===== src/rtl/split_sector_ecc.sv =====
module split_sector_ecc #(
  parameter int DW = 8
) (
  input  logic          clk,
  input  logic          rst_n,
  input  logic          mode_wr,
  input  logic [7:0]    mode_code,
  input  logic          data_xfer,
  input  logic [DW-1:0] data_byte,
  output logic [15:0]   rd_word
);
  localparam int AW = 8;
  localparam int HALF = 1 << AW;
  localparam int CW = AW + 2;
  localparam logic [CW-1:0] FULL = CW'(2 * HALF);
  localparam logic [7:0] C_CLR = 8'hF4, C_CALC = 8'hB4, C_RES = 8'hD4;

  typedef enum logic [1:0] {M_IDLE, M_CLR, M_CALC, M_RES} mode_t;

  mode_t          mode;
  logic [CW-1:0]  cnt;
  logic [1:0]     idx;
  logic [15:0]    lp [2];
  logic [5:0]     cp [2];
  logic [15:0]    lp_upd;
  logic [5:0]     cp_upd;
  logic           par;
  logic [AW-1:0]  addr;
  logic           half;
  logic           take;

  assign par  = ^data_byte;
  assign addr = cnt[AW-1:0];
  assign half = cnt[AW];
  assign take = data_xfer && !mode_wr && mode == M_CALC && cnt < FULL;

  always_comb begin
    for (int i = 0; i < AW; i++) begin
      lp_upd[2*i]   = par & ~addr[i];
      lp_upd[2*i+1] = par &  addr[i];
    end
    cp_upd[0] = ^(data_byte & 8'h55);
    cp_upd[1] = ^(data_byte & 8'hAA);
    cp_upd[2] = ^(data_byte & 8'h33);
    cp_upd[3] = ^(data_byte & 8'hCC);
    cp_upd[4] = ^(data_byte & 8'h0F);
    cp_upd[5] = ^(data_byte & 8'hF0);
  end

  always_ff @(posedge clk or negedge rst_n) begin
    if (!rst_n) begin
      mode <= M_IDLE;
      cnt  <= '0;
      idx  <= '0;
      lp[0] <= '0; lp[1] <= '0;
      cp[0] <= '0; cp[1] <= '0;
    end else if (mode_wr) begin
      case (mode_code)
        C_CLR: begin
          mode <= M_CLR;
          cnt  <= '0;
          lp[0] <= '0; lp[1] <= '0;
          cp[0] <= '0; cp[1] <= '0;
        end
        C_CALC: mode <= M_CALC;
        C_RES: begin
          mode <= M_RES;
          idx  <= '0;
        end
        default: mode <= M_IDLE;
      endcase
    end else if (take) begin
      lp[half] <= lp[half] ^ lp_upd;
      cp[half] <= cp[half] ^ cp_upd;
      cnt      <= cnt + 1'b1;
    end else if (data_xfer && mode == M_RES) begin
      idx <= (idx == 2'd2) ? 2'd0 : idx + 1'b1;
    end
  end

  logic [7:0] col0, col1;
  assign col0 = {cp[0], 2'b11};
  assign col1 = {cp[1], 2'b11};

  always_comb begin
    rd_word = '0;
    if (mode == M_RES) begin
      case (idx)
        2'd0:    rd_word = {lp[0][7:0], lp[0][15:8]};
        2'd1:    rd_word = {lp[1][7:0], col0};
        default: rd_word = {col1, lp[1][15:8]};
      endcase
    end
  end
endmodule


===== config.mk =====
export PLATFORM = sky130hd
export DESIGN_NAME = split_sector_ecc
export DESIGN_NICKNAME = d
export VERILOG_FILES = /design/src/rtl/split_sector_ecc.sv
export SDC_FILE = /design/constraint.sdc
export NUM_CORES = 1
export LEC_CHECK = 0
export BUFFER_PORTS_ARGS = -buffer_cell sky130_fd_sc_hd__buf_2
export CAP_MARGIN = 30
export CORE_MARGIN = 2
export CORE_UTILIZATION = 35
export DETAILED_ROUTE_END_ITERATION = 12
export PLACE_DENSITY = 0.55
export RECOVER_POWER = 50
export SLEW_MARGIN = 20
export SYNTH_ARGS = -nofsm -noshare
export SYNTH_HDL_FRONTEND = slang
export SYNTH_SLANG_ARGS = --single-unit

===== constraint.sdc =====
create_clock -name clk -period 2.4 [get_ports clk]
set_input_delay 0.24 -clock clk [delete_from_list [all_inputs] [get_ports clk]]
set_output_delay 0.24 -clock clk [all_outputs]
set_load 0.05 [all_outputs]

==> load_flow_metrics.sql <==
INSERT INTO impl_metrics (metric_group, metric, value, unit) VALUES
('outcome', 'run_status', 'complete, but fails checks', ''),
('clocking', 'cts_post_setup_buffers_inserted', '0', ''),
('layout', 'final-seq-area', '0.00145', 'mm2'),
('global_routing', 'first_global_vias', '3164', ''),
('floorplanning', 'ioPinCount', '36', ''),
('power_and_ir_drop', 'vdd_drop_max', '0.000261', 'V'),
('clocking', 'ctsHtreeMaxLevel', '3', ''),
('setup_path', 'cpLargestDelayFamily', 'buffers and inverters', ''),
('sta', 'setup_violations', '0', ''),
('sta', 'worst-slew-pin-transition', '1.92', 'ns'),
('placement', 'gp_congestion', '0.768', ''),
('global_routing', 'grt_pass1_wl', '16200', 'um'),
('layout', 'final_layout_size_suffix_gt1_share', '16.4', '%'),
('clocking', 'clockRootBuffer', 'sky130_fd_sc_hd__clkbuf_8', ''),
('synthesis', 'cell_count_after_synthesis', '404', ''),
('route', 'drt-pass1-iter-count', '4', ''),
('route', 'dr.first_iter.drc_count', '194', ''),
('clocking', 'cts-resized-gates', '0', ''),
('placement', 'dpl.hpwl', '6450', 'um'),
('floorplanning', 'row_count', '36', ''),
('synthesis', 'share_of_flip_flops_with_an_asynchronous_set_or_reset', '100', '%'),
('power_and_ir_drop', 'post-layout-total-power', '2690', 'uW'),
('route', 'drc', '0', ''),
('placement', 'port_buffers', '35', ''),
('floorplanning', 'core-area', '0.00968', 'mm2'),
('setup_path', 'timing.reg2reg.setup_slack', '0.39', 'ns'),
('layout', 'multi_input_comb_area', '0.00188', 'mm2'),
('route', 'routed_wire_length_per_instance', '16.6', 'um'),
('global_routing', 'antenna_found_initial', '0', ''),
('sta', 'timing_hold_violations_final', '0', ''),
('layout', 'antenna-diode-count', '0', ''),
('power_and_ir_drop', 'power_density', '661', 'mW/mm2'),
('setup_path', 'timing.critical_path.buf_inv', '2', ''),
('outcome', 'violated_checks', 'max-capacitance violations, max-slew violations', ''),
('layout', 'layout_fillers', '990', ''),
('global_routing', 'gr-total-overflow', '0', ''),
('global_routing', 'global_route.usage.total', '18.9', '%'),
('synthesis', 'synth_area_per_cell', '8.60', 'um2'),
('setup_path', 'cp_slowest_stage_delay', '0.40', 'ns'),
('synthesis', 'synth_seq_cells', '58', ''),
('sta', 'clock_skew', '0.0102', 'ns'),
('setup_path', 'timing_worst_setup_path_type', 'flip-flop to output port', ''),
('synthesis', 'edff_count_synth', '0', ''),
('setup_path', 'timing.critical_path.cells', 'clkbuf_2, nor2_1, a21oi_1, nor2_1, buf_2', ''),
('synthesis', 'syn-num-nets', '425', ''),
('floorplanning', 'fp.dieArea', '0.0107', 'mm2'),
('global_routing', 'largest_net_degree_at_the_start_of_global_routing', '33', ''),
('sta', 'grt_setup_unrepaired', 'false', ''),
('sta', 'timing.final.max_slew_violations', '32', ''),
('floorplanning', 'fp.dieW', '104', 'um'),
('route', 'drt_wl_total', '9620', 'um'),
('route', 'vias_per_cell', '5.38', ''),
('setup_path', 'cp_data_arrival_time', '1.86', 'ns'),
('floorplanning', 'die-height', '104', 'um'),
('route', 'detailroute.via_count', '3109', ''),
('clocking', 'clock_latency', '0.34', 'ns'),
('run', 'max_cap_viol_count', '1', ''),
('route', 'detail-route-antenna-nets', '0', ''),
('sta', 'post_route_setup_tns', '0', 'ns'),
('synthesis', 'dominantRegCellSynth', 'sky130_fd_sc_hd__dfrtp_1', ''),
('clocking', 'cts_tree', 'done', ''),
('sta', 'slew-limit-headroom', '-28.1', '%'),
('clocking', 'postCtsHoldBufs', '0', ''),
('power_and_ir_drop', 'standby_leakage_power', '0.00188', 'uW'),
('synthesis', 'synthesis.area', '0.00347', 'mm2'),
('clocking', 'cts.path.max_buffers', '2', ''),
('sta', 'period_minus_slack', '2.10', 'ns'),
('setup_path', 'worstSetupEndpointType', 'output port', ''),
('synthesis', 'synthDistinctLibCells', '40', ''),
('clocking', 'clock_sinks', '58', ''),
('synthesis', 'synth_warnings', '0', '');
-- stage by stage --
| step | hold slack, ns | utilization, % | cells | instance area [um2] | setup WS (ns) |
|---|---|---|---|---|---|
| 3_3_place_gp | 0.374 | 39.9 | 560 | 3860 | 0.214 |
| 2_1_floorplan | -0.0556 | - | 404 | 3470 | 0.503 |
| 3_5_place_dp | 0.376 | 39.9 | 561 | 3870 | 0.133 |
| 6_report | 0.173 | 42.1 | 578 | 4080 | 0.297 |
| 4_1_cts | 0.00983 | 42.0 | 577 | 4070 | 0.321 |
| 5_1_grt | 0.207 | 42.1 | 578 | 4080 | 0.147 |
-- final timing paths --
path / start / to / cells after the start
max: idx[1]$_DFFE_PN0P_ / rd_word[7] / 5
min: mode_wr / mode[1]$_DFFE_PN0P_ / 2
max reg2reg: mode[0]$_DFFE_PN0P_ / lp[22]$_DFFE_PN0P_ / 6
min reg2reg: col0[5]$_DFFE_PN0P_ / col0[5]$_DFFE_PN0P_ / 1
max in group asynchronous: rst_n / lp[22]$_DFFE_PN0P_ / 1
min in group asynchronous: rst_n / lp[1]$_DFFE_PN0P_ / 1
-- where the power goes --
group	internal [uW]	switching (uW)	total, uW
Clock	531	411	942
Sequential	1050	121	1170
Combinational	221	360	581
Total	1800	892	2690
-- flip-flops by register name (all words and copies together), names as in the netlist --
| register | count |
|---|---|
| cnt | 10 |
| col0 | 6 |
| col1 | 6 |
| idx | 2 |
| lp | 32 |
| mode | 2 |
-- placed cells by master (no fill, tap or decap), drive strengths merged, types with 3 or more instances in the layout --
| master | synthesis | routed |
|---|---|---|
| nor4 | 10 | 10 |
| a21oi | 22 | 22 |
| a32oi | 8 | 8 |
| nand4 | 4 | 4 |
| clkbuf | 23 | 14 |
| a211o | 8 | 8 |
| xnor2 | 23 | 23 |
| nand3 | 9 | 9 |
| clkinv | 0 | 3 |
| nor3 | 14 | 14 |
| dfrtp | 58 | 58 |
| xor2 | 6 | 6 |
| nand2 | 43 | 43 |
| nor2 | 61 | 61 |
| buf | 5 | 50 |
| mux2i | 12 | 12 |
| inv | 12 | 12 |
| o21ai | 12 | 12 |
| a22oi | 10 | 10 |
| o31ai | 12 | 12 |
| o211ai | 24 | 24 |
| or4 | 6 | 6 |
-- final cells by class --
class,instances,share of cell area (%)
tap,133,4.08
inverter,12,1.11
timing repair buffer,53,8.14
clock buffer,11,3.72
clock inverter,5,1.29
sequential,58,35.6
multi-input combinational,306,46.1
-- cells by family after synthesis --
logic type	count (synthesis)	synth area share [%]
AO/OA/AOI/OAI	103	20.4
XOR/XNOR	29	7.96
adder cells (fa/ha/maj)	1	0.360
buffers and inverters	40	4.54
flip-flops	58	41.8
multiplexers	13	3.78
AND/OR/NAND/NOR	160	21.2
-- Yosys cell counts, drive strengths merged (8+ instances only) --
library cell / count / share of area [%]
nand3: 9 / 1.3
a22oi: 10 / 2.2
o31ai: 12 / 2.6
inv: 12 / 1.3
nor2: 61 / 6.6
clkbuf: 23 / 2.5
dfrtp: 58 / 42
nor3: 14 / 2.0
a211o: 8 / 2.0
a32oi: 8 / 2.0
o21ai: 12 / 1.7
nand2: 43 / 4.6
a21oi: 22 / 3.2
xnor2: 23 / 6.2
nor4: 10 / 1.8
o211ai: 24 / 5.2
mux2i: 12 / 3.5
-- layer usage --
metal	track usage [%]	routed length [um]
met5	0	0
met4	7.63	164
met3	2.52	417
met2	30.6	4450
met1	25.7	4590
(Power assumes the default switching activity.)
